`src/rtl/dbf_pkg.sv`:
```
package dbf_pkg;
  typedef enum logic [1:0] {
    FILT_OFF       = 2'd0,
    FILT_BOTH      = 2'd1,
    FILT_KEEP_LOW  = 2'd2,
    FILT_KEEP_HIGH = 2'd3
  } filt_mode_e;

  function automatic int unsigned max_of4(input int unsigned a, input int unsigned b,
                                          input int unsigned c, input int unsigned d);
    int unsigned m;
    m = a;
    if (b > m) m = b;
    if (c > m) m = c;
    if (d > m) m = d;
    return m;
  endfunction
endpackage

```
`src/rtl/dbf_sync.sv`:
```
module dbf_sync #(
  parameter int STAGES = 2
) (
  input  logic clk,
  input  logic rst_n,
  input  logic d,
  output logic q
);
  logic [STAGES-1:0] chain;

  always_ff @(posedge clk or negedge rst_n) begin
    if (!rst_n) chain <= '0;
    else        chain <= {chain[STAGES-2:0], d};
  end

  assign q = chain[STAGES-1];
endmodule

```
`src/rtl/dbf_prescale.sv`:
```
module dbf_prescale #(
  parameter int unsigned U0_LOG2 = 1,
  parameter int unsigned U1_LOG2 = 3,
  parameter int unsigned U2_LOG2 = 9,
  parameter int unsigned U3_LOG2 = 11
) (
  input  logic       clk,
  input  logic       rst_n,
  input  logic       clr,
  input  logic       tick,
  input  logic [1:0] sel,
  output logic       unit_done
);
  localparam int unsigned PRE_W = dbf_pkg::max_of4(U0_LOG2, U1_LOG2, U2_LOG2, U3_LOG2) + 1;
  localparam int unsigned LOGS [4] = '{U0_LOG2, U1_LOG2, U2_LOG2, U3_LOG2};

  logic [PRE_W-1:0] cnt;
  logic [3:0]       at_end;

  for (genvar g = 0; g < 4; g++) begin : g_unit
    localparam logic [PRE_W-1:0] LAST = PRE_W'((1 << LOGS[g]) - 1);
    assign at_end[g] = (cnt == LAST);
  end

  logic last;
  assign last      = at_end[sel];
  assign unit_done = tick && last && !clr;

  always_ff @(posedge clk or negedge rst_n) begin
    if (!rst_n)     cnt <= '0;
    else if (clr)   cnt <= '0;
    else if (tick)  cnt <= last ? '0 : cnt + 1'b1;
  end
endmodule

```
`src/rtl/dbf_timeout.sv`:
```
module dbf_timeout #(
  parameter int CNT_W = 4
) (
  input  logic             clk,
  input  logic             rst_n,
  input  logic             clr,
  input  logic             unit_done,
  input  logic [CNT_W-1:0] limit,
  output logic             expire
);
  logic [CNT_W-1:0] units;
  logic [CNT_W-1:0] target;

  assign target = (limit == '0) ? CNT_W'(1) : limit;
  assign expire = unit_done && (units == target - 1'b1);

  always_ff @(posedge clk or negedge rst_n) begin
    if (!rst_n)          units <= '0;
    else if (clr)        units <= '0;
    else if (unit_done)  units <= expire ? '0 : units + 1'b1;
  end
endmodule

```
`src/rtl/dbf_filter.sv`:
```
module dbf_filter #(
  parameter int          SYNC_STAGES = 2,
  parameter int          CNT_W       = 4,
  parameter int unsigned U0_LOG2     = 1,
  parameter int unsigned U1_LOG2     = 3,
  parameter int unsigned U2_LOG2     = 9,
  parameter int unsigned U3_LOG2     = 11
) (
  input  logic             clk,
  input  logic             rst_n,
  input  logic             tick,
  input  logic             pin_raw,
  input  logic [1:0]       cfg_mode,
  input  logic [CNT_W-1:0] cfg_count,
  input  logic             cfg_large,
  input  logic             cfg_unit,
  output logic             pin_filt
);
  import dbf_pkg::*;

  filt_mode_e mode;
  logic       sync_lvl;
  logic       out_q;
  logic       rising, falling, take_now, pending;
  logic       unit_done, expire;

  assign mode = filt_mode_e'(cfg_mode);

  dbf_sync #(.STAGES(SYNC_STAGES)) u_sync (
    .clk(clk), .rst_n(rst_n), .d(pin_raw), .q(sync_lvl)
  );

  assign rising  = sync_lvl && !out_q;
  assign falling = !sync_lvl && out_q;

  always_comb begin
    unique case (mode)
      FILT_OFF:       take_now = rising || falling;
      FILT_KEEP_LOW:  take_now = falling;
      FILT_KEEP_HIGH: take_now = rising;
      default:        take_now = 1'b0;
    endcase
  end

  assign pending = (rising || falling) && !take_now;

  dbf_prescale #(
    .U0_LOG2(U0_LOG2), .U1_LOG2(U1_LOG2), .U2_LOG2(U2_LOG2), .U3_LOG2(U3_LOG2)
  ) u_pre (
    .clk(clk), .rst_n(rst_n), .clr(!pending), .tick(tick),
    .sel({cfg_large, cfg_unit}), .unit_done(unit_done)
  );

  dbf_timeout #(.CNT_W(CNT_W)) u_tmo (
    .clk(clk), .rst_n(rst_n), .clr(!pending), .unit_done(unit_done),
    .limit(cfg_count), .expire(expire)
  );

  always_ff @(posedge clk or negedge rst_n) begin
    if (!rst_n)                          out_q <= 1'b0;
    else if (take_now || (pending && expire)) out_q <= sync_lvl;
  end

  assign pin_filt = out_q;
endmodule

```
`config.mk`:
```
export PLATFORM = sky130hd
export DESIGN_NAME = dbf_filter
export DESIGN_NICKNAME = d
export VERILOG_FILES = /design/src/rtl/dbf_pkg.sv /design/src/rtl/dbf_sync.sv /design/src/rtl/dbf_prescale.sv /design/src/rtl/dbf_timeout.sv /design/src/rtl/dbf_filter.sv
export SDC_FILE = /design/constraint.sdc
export NUM_CORES = 1
export LEC_CHECK = 0
export BUFFER_PORTS_ARGS = -buffer_cell sky130_fd_sc_hd__buf_2
export CAP_MARGIN = 10
export CELL_PAD_IN_SITES_DETAIL_PLACEMENT = 1
export CELL_PAD_IN_SITES_GLOBAL_PLACEMENT = 2
export CORE_MARGIN = 2
export CORE_UTILIZATION = 33
export CTS_BUF_LIST = sky130_fd_sc_hd__clkbuf_4 sky130_fd_sc_hd__clkbuf_8
export CTS_CLUSTER_SIZE = 40
export DETAILED_ROUTE_END_ITERATION = 8
export HOLD_SLACK_MARGIN = 0.15
export PLACE_DENSITY_LB_ADDON = 0.1
export SLEW_MARGIN = 20
export SYNTH_ARGS = -nofsm -noshare
export SYNTH_HDL_FRONTEND = slang
export SYNTH_SLANG_ARGS = --single-unit
```
`constraint.sdc`:
```
create_clock -name clk -period 2 [get_ports clk]
set_input_delay 0.4 -clock clk [delete_from_list [all_inputs] [get_ports clk]]
set_output_delay 0.4 -clock clk [all_outputs]
set_load 0.02 [all_outputs]
```
==> flow_summary.toml <==
[outcome]
status = "complete, but fails checks"
violations = "negative setup slack"

[critical_path]
reg2reg_to = "u_pre.cnt[3]$_DFFE_PN0P_"
rr_startpoint = "u_pre.cnt[0]$_DFFE_PN0P_"
crit_type = "register to register"
critPathCaptureType = "register"
start_kind = "register"
reg2reg_depth = 8
arrival_ns = 2.29
required_ns = 2.20
worstPathMaxFanout = 5
rrSetupSlack_ns = -0.09

[floorplanning]
core_um2 = 3940
die_w_um = 67.3
die-height_um = 67.3
num_rows = 23
pin_count = 13
dieArea_um2 = 4530
start_util_pct = 33.6

[cts]
cts_max_level = 1
cts_sinks = 19
path_clk_slew_ns = 0.08
cts_buffers = 3
cts_root_buffer = "clkbuf_8"
cts_tree = "built"
clockBufferDepth = 2
clock_latency_ns = 0.27

[worst_hold_path]
hold_depth = 1
hp-class = "input port to register"
holdPathEnd = "u_sync.chain[0]$_DFF_PN0_"
hp-start = "pin_raw"

[logic_synthesis]
syn_nets = 171
synth_area_um2 = 1320
synth_compound_area_share_pct = 17.5
synthMuxAreaShare_pct = 2.27
postSynth.asyncResetShare_pct = 100
synth_xor_area_share_pct = 3.97
syn_inst = 153
syn_avg_cell_area_um2 = 8.65
synth-simple-area-share_pct = 31.2
synth_edf_count = 0
synth_top_family_by_area = "simple AND/OR/NAND/NOR gates"
yosysWarningCount = 0
ys_ff_latch = 19
netlist-cell-type-count = 38
ys.flop_type = "dfrtp_1"
synth_adder_area_share_pct = 5.67
ys_seq_area_share_pct = 35.9

[global_routing]
antenna_found_initial = 0
track_usage_pct = 19.9
grt_pass1_wl_um = 6740
grt_pass1_vias = 1383
overflow = 0
grt_max_degree = 20

[finish]
drive_above_1_share_pct = 41.9
final_cells = 253
antenna_cells = 0
area_growth_syn_to_layout_pct = 44.1
final_cell_mix = "buf_4, dfrtp_1, nand2_1"
nets = 222
layout_commonest_cell = "buf_4"
fin_util_pct = 48.4

[sta]
fin_crit_ns = 2.09
tightest_slew_ns = 0.463
hold_violations = 0
timing.final.crit_share_pct = 104
rsz0062_at_grt = "true"
finalMaxSlewViolations = 0
finalSetupViolations = 6
fmax_mhz = 480
layout_setup_ws_ns = -0.0852
max-slew-margin-rel_pct = 69.1
fin_skew_ns = 0.00501
fin_hold_ws_ns = 0.230

[drt]
drc = 0
viasPerCell = 5.30
ant_nets = 0
vias = 1340
wl_per_cell_um = 16.1
drt-total-wl_um = 4080
dr.pass1.iters = 4
drtIter0Drc = 76

[job]
drv_cap = 0

[placement]
placed_cells = 240
port-buffer-count = 12
hpwl_um = 2930
gp_congestion = 0.796

[pwr]
power_mw = 0.960
intPower_mw = 0.656
leakage_nw = 0.826
ir_drop_v = 0.000230
switching_share_pct = 31.7
p_switching_mw = 0.304
seqPwrFrac_pct = 42.3
p_clk_share_pct = 30.5
combPwrFrac_pct = 27.2
pwr_density_cell_nw_per_um2 = 503
-- registers in the layout (all words and copies together), names as in the netlist --
name / flops
pin_filt: 1
u_pre.cnt: 12
u_sync.chain: 2
u_tmo.units: 4
-- worst max path at each step --
stage	start	endpoint	slack [ns]
floorplan	u_pre.cnt[0]$_DFFE_PN0P_	u_pre.cnt[2]$_DFFE_PN0P_	-0.03
global placement	u_pre.cnt[0]$_DFFE_PN0P_	u_pre.cnt[2]$_DFFE_PN0P_	-0.05
detailed placement	u_pre.cnt[0]$_DFFE_PN0P_	u_pre.cnt[9]$_DFFE_PN0P_	-0.10
CTS	u_pre.cnt[0]$_DFFE_PN0P_	u_pre.cnt[3]$_DFFE_PN0P_	-0.08
global route	u_pre.cnt[0]$_DFFE_PN0P_	u_pre.cnt[7]$_DFFE_PN0P_	-0.17
finish	u_pre.cnt[0]$_DFFE_PN0P_	u_pre.cnt[3]$_DFFE_PN0P_	-0.09
-- logic make-up (layout without fill, tap and decap cells) --
kind of cell,Yosys count,in the layout
AOI/OAI and AO/OA,33,33
xor gates and xnor gates,6,6
DFF,19,19
adders and majority gates,6,6
muxes,3,3
buffers and inverters,12,62
and+or+nand+nor,74,74
-- power groups by stage --
| stage | registers (mW) | logic [mW] | clock network, mW |
|---|---|---|---|
| final | 0.406 | 0.261 | 0.293 |
| after global routing | 0.409 | 0.283 | 0.320 |
| after CTS | 0.406 | 0.248 | 0.299 |
| after detailed placement | 0.413 | 0.210 | 0 |
| after global placement | 0.413 | 0.200 | 0 |
| after floorplan | 0.418 | 0.108 | 0 |
-- stage by stage --
step	setup WS (ns)	area, um^2	setup TNS, ns
floorplan	-0.0272	1340	-0.0585
global placement	-0.0523	1660	-0.229
detailed placement	-0.103	1660	-0.842
CTS	-0.0828	1840	-0.436
global route	-0.172	1910	-1.31
finish	-0.0852	1910	-0.387
-- critical path, cell delays in order, from the launching register on --
cell       delay [ns]
dfrtp_1          0.43
buf_6            0.14
ha_4             0.14
nor3b_4          0.16
o2111ai_4        0.23
o31ai_4          0.14
or2_4            0.28
or3b_4           0.38
a21oi_2          0.12
-- layer usage --
layer	part of all wire [%]	wire [um]	vias up	track usage, %
met5	0	0	-	0
met4	1.6	65	0	6.12
li1	-	-	647	-
met2	48	1960	24	33.0
met3	2.6	106	7	2.67
met1	48	1950	662	26.7
-- what timing repair did --
action,4_1_cts,5_1_grt
gates resized for setup,18,13
endpoints found under the setup margin,12,14
buffers inserted,5,3
hold buffers,1,0
hold endpoints to repair,19,0
cloned,0,0
pin swaps,11,9
-- synth_stat cells (2+ instances only) --
library cell	n	share of area, %
inv_1	9	2.6
or2_2	2	0.95
xnor2_1	4	2.6
nor3_1	9	3.4
nand2_1	17	4.8
nand3b_1	2	1.1
nor3b_1	2	1.1
mux2i_1	3	2.3
nor2_1	12	3.4
ha_1	6	5.7
o21ai_0	9	3.4
a21oi_1	15	5.7
nand3_1	6	2.3
xor2_1	2	1.3
dfrtp_1	19	36
and3_1	5	2.4
clkbuf_1	2	0.57
or3b_2	5	3.3
nor4_1	4	1.9
and3_2	2	1.1
-- area by class of cell --
| cell class | instances | area, um^2 |
|---|---|---|
| clock buffers | 3 | 41.3 |
| clock inverters | 1 | 7.51 |
| fillers | 467 | 2030 |
| inverters | 9 | 33.8 |
| multi-input cells | 122 | 916 |
| flip-flops and latches | 19 | 475 |
| well taps | 50 | 62.6 |
| repair buffers | 49 | 372 |
No activity file was read; power rests on OpenSTA's default activity.
